**src/rtl/pfd_cp_pkg.sv**
```systemverilog
package pfd_cp_pkg;
   typedef enum logic [1:0] {
      PM_RUN  = 2'd0,
      PM_HIZ  = 2'd1,
      PM_TEST = 2'd2,
      PM_OFF  = 2'd3
   } pump_mode_e;
endpackage

```
**src/rtl/pfd_core.sv**
```systemverilog
module pfd_core #(
   parameter int MIN_W = 2
) (
   input  logic clk,
   input  logic rst_n,
   input  logic run,
   input  logic ref_stb,
   input  logic fb_stb,
   output logic ref_seen,
   output logic fb_seen
);
   logic both;
   logic done;

   assign both = ref_seen & fb_seen;

   if (MIN_W < 1) begin : g_bad_width
      $error("pfd_core: MIN_W must be at least 1");
   end

   if (MIN_W == 1) begin : g_no_cnt
      assign done = both;
   end else begin : g_cnt
      localparam int CNT_W = $clog2(MIN_W);
      localparam logic [CNT_W-1:0] LAST = CNT_W'(MIN_W - 1);
      logic [CNT_W-1:0] ovl_cnt;

      assign done = both & (ovl_cnt == LAST);

      always_ff @(posedge clk or negedge rst_n) begin
         if (!rst_n) begin
            ovl_cnt <= '0;
         end else if (!run || !both || done) begin
            ovl_cnt <= '0;
         end else begin
            ovl_cnt <= ovl_cnt + 1'b1;
         end
      end
   end

   always_ff @(posedge clk or negedge rst_n) begin
      if (!rst_n) begin
         ref_seen <= 1'b0;
         fb_seen  <= 1'b0;
      end else if (!run) begin
         ref_seen <= 1'b0;
         fb_seen  <= 1'b0;
      end else begin
         if (ref_stb)   ref_seen <= 1'b1;
         else if (done) ref_seen <= 1'b0;
         if (fb_stb)    fb_seen  <= 1'b1;
         else if (done) fb_seen  <= 1'b0;
      end
   end
endmodule

```
**src/rtl/pfd_pd_ctrl.sv**
```systemverilog
module pfd_pd_ctrl (
   input  logic clk,
   input  logic rst_n,
   input  logic pd_sync,
   input  logic busy,
   output logic sync_off
);
   always_ff @(posedge clk or negedge rst_n) begin
      if (!rst_n) begin
         sync_off <= 1'b0;
      end else if (!pd_sync) begin
         sync_off <= 1'b0;
      end else if (!busy) begin
         sync_off <= 1'b1;
      end
   end
endmodule

```
**src/rtl/pfd_out_mux.sv**
```systemverilog
module pfd_out_mux
   import pfd_cp_pkg::*;
(
   input  pump_mode_e mode,
   input  logic       ref_seen,
   input  logic       fb_seen,
   input  logic       pol_pos,
   input  logic       ref_lvl,
   input  logic       fb_lvl,
   output logic       pump_up,
   output logic       pump_dn,
   output logic       pump_oe
);
   logic sel_lvl;

   assign sel_lvl = pol_pos ? fb_lvl : ref_lvl;

   always_comb begin
      pump_up = 1'b0;
      pump_dn = 1'b0;
      pump_oe = 1'b0;
      unique case (mode)
         PM_RUN: begin
            pump_oe = 1'b1;
            pump_up = pol_pos ? ref_seen : fb_seen;
            pump_dn = pol_pos ? fb_seen  : ref_seen;
         end
         PM_TEST: begin
            pump_oe = 1'b1;
            pump_up = sel_lvl;
            pump_dn = ~sel_lvl;
         end
         default: begin
            pump_oe = 1'b0;
         end
      endcase
   end
endmodule

```
**src/rtl/pfd_cp_ctrl.sv**
```systemverilog
module pfd_cp_ctrl
   import pfd_cp_pkg::*;
#(
   parameter int MIN_W = 2
) (
   input  logic clk,
   input  logic rst_n,
   input  logic ref_stb,
   input  logic fb_stb,
   input  logic ref_lvl,
   input  logic fb_lvl,
   input  logic pol_pos,
   input  logic cp_hiz,
   input  logic test_route,
   input  logic chip_en,
   input  logic pd_async,
   input  logic pd_sync,
   output logic pump_up,
   output logic pump_dn,
   output logic pump_oe
);
   pump_mode_e mode;
   logic       ref_seen;
   logic       fb_seen;
   logic       sync_off;
   logic       busy;
   logic       run;

   if (MIN_W > 1024) begin : g_bad_max
      $error("pfd_cp_ctrl: MIN_W out of range");
   end

   always_comb begin
      if (!chip_en || pd_async || sync_off) mode = PM_OFF;
      else if (test_route)                  mode = PM_TEST;
      else if (cp_hiz)                      mode = PM_HIZ;
      else                                  mode = PM_RUN;
   end

   assign run  = (mode == PM_RUN);
   assign busy = ref_seen | fb_seen | ref_stb | fb_stb;

   pfd_core #(.MIN_W(MIN_W)) u_core (
      .clk      (clk),
      .rst_n    (rst_n),
      .run      (run),
      .ref_stb  (ref_stb),
      .fb_stb   (fb_stb),
      .ref_seen (ref_seen),
      .fb_seen  (fb_seen)
   );

   pfd_pd_ctrl u_pd (
      .clk      (clk),
      .rst_n    (rst_n),
      .pd_sync  (pd_sync),
      .busy     (busy),
      .sync_off (sync_off)
   );

   pfd_out_mux u_mux (
      .mode     (mode),
      .ref_seen (ref_seen),
      .fb_seen  (fb_seen),
      .pol_pos  (pol_pos),
      .ref_lvl  (ref_lvl),
      .fb_lvl   (fb_lvl),
      .pump_up  (pump_up),
      .pump_dn  (pump_dn),
      .pump_oe  (pump_oe)
   );
endmodule

```
**config.mk**
```make
export PLATFORM = sky130hd
export DESIGN_NAME = pfd_cp_ctrl
export DESIGN_NICKNAME = d
export VERILOG_FILES = /design/src/rtl/pfd_cp_pkg.sv /design/src/rtl/pfd_core.sv /design/src/rtl/pfd_pd_ctrl.sv /design/src/rtl/pfd_out_mux.sv /design/src/rtl/pfd_cp_ctrl.sv
export SDC_FILE = /design/constraint.sdc
export NUM_CORES = 1
export LEC_CHECK = 0
export BUFFER_PORTS_ARGS = -buffer_cell sky130_fd_sc_hd__buf_2
export CORE_AREA = 4 4 41 43
export DETAILED_ROUTE_END_ITERATION = 12
export DIE_AREA = 0 0 45 47
export PLACE_DENSITY = 0.54
export SYNTH_ARGS = -nofsm -noshare
export SYNTH_HDL_FRONTEND = slang
export SYNTH_SLANG_ARGS = --single-unit
export TNS_END_PERCENT = 10
```
**constraint.sdc**
```tcl
create_clock -name clk -period 1.21 [get_ports clk]
set_input_delay 0.0605 -clock clk [delete_from_list [all_inputs] [get_ports clk]]
set_output_delay 0.0605 -clock clk [all_outputs]
set_load 0.01 [all_outputs]
```
# Word level (Yosys, flattened, before mapping)
# Cells that the tools add are included.
[word_totals] word_cells=41 input_bits=12 reg_bits=4 out_inout_bits=3
[op_classes] bitwise=6 n_eq_ne=4 add_sub_neg=1 muxes=17 n_reduce_logical=9
[op_table] op="$mux 1" count=13
[op_table] op="$ne 3x3->1 const B" count=2
[op_table] op="$logic_or 1x1->1" count=4
[op_table] op="$mux 2" count=2
[op_table] op="$pmux 1 s2" count=2
[op_table] op="$logic_not 1->1" count=3
[op_table] op="$or 1x1->1" count=3
[op_table] op="$and 1x1->1" count=2
[op_table] op="$eq 2x2->1 const B" count=1
[op_table] op="$logic_not 2->1" count=1
[op_table] op="$ne 2x2->1 const B" count=1
[op_table] op="$reduce_or 2->1" count=1
[op_table] op="$add 1x1->1 const B" count=1
[op_table] op="$not 1->1" count=1

# Logic depth before layout (Yosys ltp)
[depth] depth_word=9 mapped_depth=3 depth_no_buf=2

# Cells and area by module
# Synthesis repeated with hierarchy kept, for this count alone.
[unflattened] hier_cells=28 area_unflattened_um2=280.3
[by_module_without_submodules] module="pfd_core" seq_area_each_um2=75.1 area_per_inst_um2=115.1 instances=1 cells_each=10
[by_module_without_submodules] module="pfd_out_mux" seq_area_each_um2=0.0 area_per_inst_um2=85.1 instances=1 cells_each=9
[by_module_without_submodules] module="pfd_cp_ctrl" seq_area_each_um2=0.0 area_per_inst_um2=43.8 instances=1 cells_each=6
[by_module_without_submodules] module="pfd_pd_ctrl" seq_area_each_um2=25.0 area_per_inst_um2=36.3 instances=1 cells_each=3

# Worst setup path after synthesis
# OpenSTA, ideal clock, no wires.
[synth_path] path_kind="flip-flop to output port" startpoint="register u_pd.sync_off" endpoint="output port pump_dn" path_buffers=1 t_required_ns=1.150 stages_incl_launch_ff=4 t_arrival_ns=1.248 setup_slack_ns=-0.099 path_cell_list="dfrtp_1 or3b_1 buf_2 o32ai_1"
[synth_via] elab_chain_len=4 word_cells_on_any_way=5 classes_between="eq/ne: 1; mux: 2; reduce/logical: 2"
[synth_lines] element="from (decl)" line_no="pfd_pd_ctrl.sv:6" text="output logic sync_off"
[synth_lines] element="from (signal assigned)" line_no="pfd_pd_ctrl.sv:10" text="sync_off <= 1'b0;"
[synth_lines] element="from (signal assigned)" line_no="pfd_pd_ctrl.sv:12" text="sync_off <= 1'b0;"
[synth_lines] element="from (signal assigned)" line_no="pfd_pd_ctrl.sv:14" text="sync_off <= 1'b1;"
[synth_lines] element="$logic_or 1x1->1 (*)" line_no="pfd_cp_ctrl.sv:34" text="if (!chip_en || pd_async || sync_off) mode = PM_OFF;"
[synth_lines] element="$mux 2 (*)" line_no="pfd_cp_ctrl.sv:34"
[synth_lines] element="$eq 2x2->1 / $logic_not 2->1 (equally long branches)" line_no="pfd_out_mux.sv:22" text="unique case (mode)"
[synth_lines] element="$pmux 1 s2 (*)" line_no="pfd_out_mux.sv:22"
[synth_lines] element="to (decl)" line_no="pfd_cp_ctrl.sv:19" text="output logic pump_dn,"
# Every way passes the cells marked *; elsewhere a longest branch is shown, timed or not.

# Worst setup path in the final report
# Ends and elaborated chain as after synthesis.

==> impl_metrics.env <==
export IMPL_ant_nets=0
export IMPL_insertedDiodeCount=0
export IMPL_cpPeakStageDelay_ns=0.56
export IMPL_reg2reg_from="u_pd.sync_off"
export IMPL_drive_gt1_share_pct=58.7
export IMPL_switching_share_pct=23.2
export IMPL_synth_area_um2=267
export IMPL_tightest_slew_ns=0.460
export IMPL_placement_rows=13
export IMPL_final_cells=61
export IMPL_portBuffers=14
export IMPL_syn_num_nets=38
export IMPL_nets=60
export IMPL_r2r_slack_ns=-0.16
export IMPL_setup_viol=6
export IMPL_htreeDepth=1
export IMPL_hold_violations=0
export IMPL_drt_first_iter_violations=4
export IMPL_drcViolationCount=0
export IMPL_cp_depth=3
export IMPL_status="complete, but fails checks"
export IMPL_hold_depth=2
export IMPL_grt_pass1_vias=289
export IMPL_dr_pass1_iters=2
export IMPL_rr_worst_depth=4
export IMPL_endpoint_kind="output port"
export IMPL_dp_slack_ns=-0.166
export IMPL_worst_path_max_delay_cell="or4bb_4"
export IMPL_crit_required_ns=1.15
export IMPL_syn2layout_area_growth_pct=68.1
export IMPL_slew_viol_final=0
export IMPL_grt_max_degree=7
export IMPL_clock_sinks=4
export IMPL_clockBufferDepth=2
export IMPL_grt_pass1_wl_um=1030
export IMPL_path_delay_family="simple AND/OR/NAND/NOR gates"
export IMPL_crit_arrival_ns=1.44
export IMPL_combPwrFrac_pct=21.6
export IMPL_hp_class="in2reg"
export IMPL_vias=274
export IMPL_fp_dieH_um=47
export IMPL_max_freq_mhz=667
export IMPL_r2r_end="u_core.ref_seen"
export IMPL_ys_ff_latch=4
export IMPL_max_vdd_ir_drop_uv=356
export IMPL_boundaryPins=15
export IMPL_crit_end="pump_dn"
export IMPL_dieArea_um2=2120
export IMPL_clkLatencyLatePin_ns=0.23
export IMPL_cap_viol_max_count=0
export IMPL_synth_largest_area_cell="dfrtp_1"
export IMPL_synth_yosys_seq_area_share_pct=37.6
export IMPL_synthCells=26
export IMPL_critPathLaunchType="register"
export IMPL_internal_power_mw=0.295
export IMPL_grt_usage_pct=7.22
export IMPL_min_period_over_period_pct=124
export IMPL_criticalPathCategory="reg2out"
export IMPL_rsz0062_at_grt="yes"
export IMPL_place_congestion=0.693
export IMPL_cts_root_buffer="clkbuf_4"
export IMPL_p_seq_share_pct=36.8
export IMPL_synthDistinctLibCells=15
export IMPL_via_per_inst=4.49
export IMPL_synth_area_per_cell_um2=10.3
export IMPL_powerDensity_nw_per_um2=857
export IMPL_cts_buffers_inserted=3
export IMPL_whs_ns=0.0467
export IMPL_synthTopCellsByArea="dfrtp_1, mux2i_1, a21bo_2"
export IMPL_pwr_share_clk_pct=41.6
export IMPL_die_w_um=45
export IMPL_yosysWarnings=0
export IMPL_fin_ws_ns=-0.288
export IMPL_core_um2=1300
export IMPL_finClkSkew_ns=0.0000853
export IMPL_antenna_found_initial=0
export IMPL_dp_hpwl_um=518
export IMPL_p_leak_nw=0.212
export IMPL_finalWirelength_um=648
export IMPL_fill_cells=149
export IMPL_layout_min_cycle_time_ns=1.50
export IMPL_dpl_cell_count=56
export IMPL_violations="negative setup slack"
export IMPL_switchingPower_mw=0.0891
export IMPL_start_util_pct=20.5
export IMPL_slew_limit_headroom_pct=69.3
export IMPL_crit_path_start="u_pd.sync_off"
export IMPL_overflow=0
export IMPL_synth_top_area_share_pct=37.6
export IMPL_cts_tree="built"
export IMPL_clk_pin_slew_worst_paths_ns=0.04
export IMPL_cp_num_buf_inv=1
export IMPL_crit_fanout=3
export IMPL_post_drt_wl_per_cell_um=10.6
export IMPL_final_core_util_pct=34.4
export IMPL_path_cells="or4bb_4, o32ai_4, buf_2"
==> through the flow <==
step | instance area [µm²] | setup TNS (ns) | power, mW
after global routing | 448 | -1.68 | 0.412
after CTS | 448 | -1.42 | 0.395
after floorplan | 307 | -0.0113 | 0.183
final | 448 | -1.26 | 0.384
after global placement | 405 | -0.765 | 0.219
after detailed placement | 405 | -0.734 | 0.219
==> metal layers <==
layer,routed length [µm],track usage [%]
met1,250,6.44
met3,8,1.15
met4,25,8.77
met5,0,0
met2,364,12.7
==> worst reg2reg max path: stages (launching register included) <==
cell,delay (ns)
dfrtp_1,0.38
or3b_4,0.43
buf_4,0.16
buf_4,0.12
a211oi_1,0.18
==> layout make-up <==
cell class	instances	area [µm²]	area share (%)
Tap cell	15	18.8	4.19
Multi-Input combinational cell	18	193	43.0
Timing Repair Buffer	18	103	22.9
Clock buffer	3	22.5	5.03
Inverter	3	11.3	2.51
Sequential cell	4	100	22.3
==> state kept, by name, summed over array words and instances (netlist names) <==
register,cells
u_core.ref_seen,1
u_pd.sync_off,1
u_core.g_cnt.ovl_cnt,1
u_core.fb_seen,1
==> cells by family after synthesis <==
family,synth area share [%]
multiplexers,15.5
AND/OR/NAND/NOR,16.4
flip-flops,37.6
buffers and inverters,6.10
AO/OA/AOI/OAI,24.4
==> placed cells by master, fill, tap and decap left out <==
cell           count
inv_1              3
mux2i_1            3
dfrtp_1            4
a21bo_2            2
nor4_1             2
or4bb_4            1
a211oi_1           2
buf_2             14
o32ai_4            2
a21oi_1            1
clkbuf_4           3
buf_4              3
or2_0              1
o21a_1             1
or3b_4             1
nand2_1            1
dlygate4sd3_1      1
mux2_2             1
==> timing repair <==
item                                    in CTS  in global routing
resized for setup                            1                  0
pin swaps                                    2                  1
buffers inserted                             1                  0
gates cloned                                 0                  0
endpoints found under the hold margin        4                  0
endpoints found under the setup margin       6                  6
hold buffers                                 1                  0
==> Yosys cell counts, drive strengths merged <==
cell,n
dfrtp,4
inv,3
mux2i,3
a211oi,2
a21bo,2
nor4,2
o32ai,2
a21oi,1
buf,1
mux2,1
nand2,1
o21a,1
or2,1
or3b,1
or4bb,1
==> power by group through the flow <==
stage	sequential [mW]	combinational (mW)	clock, mW
floorplan	0.142	0.0413	0
global placement	0.142	0.0770	0
detailed placement	0.142	0.0766	0
CTS	0.141	0.0838	0.170
global route	0.142	0.0915	0.179
finish	0.141	0.0830	0.160
==> how the worst min path moves through the flow <==
stage / from / endpoint / slack, ns
after floorplan: rst_n / u_core.fb_seen / -0.24
after global placement: rst_n / u_core.fb_seen / -0.13
after detailed placement: rst_n / u_core.fb_seen / -0.13
after CTS: pd_sync / u_pd.sync_off / 0.04
after global routing: pd_sync / u_pd.sync_off / 0.06
final: pd_sync / u_pd.sync_off / 0.05
Power figures use the tool's default switching activity.
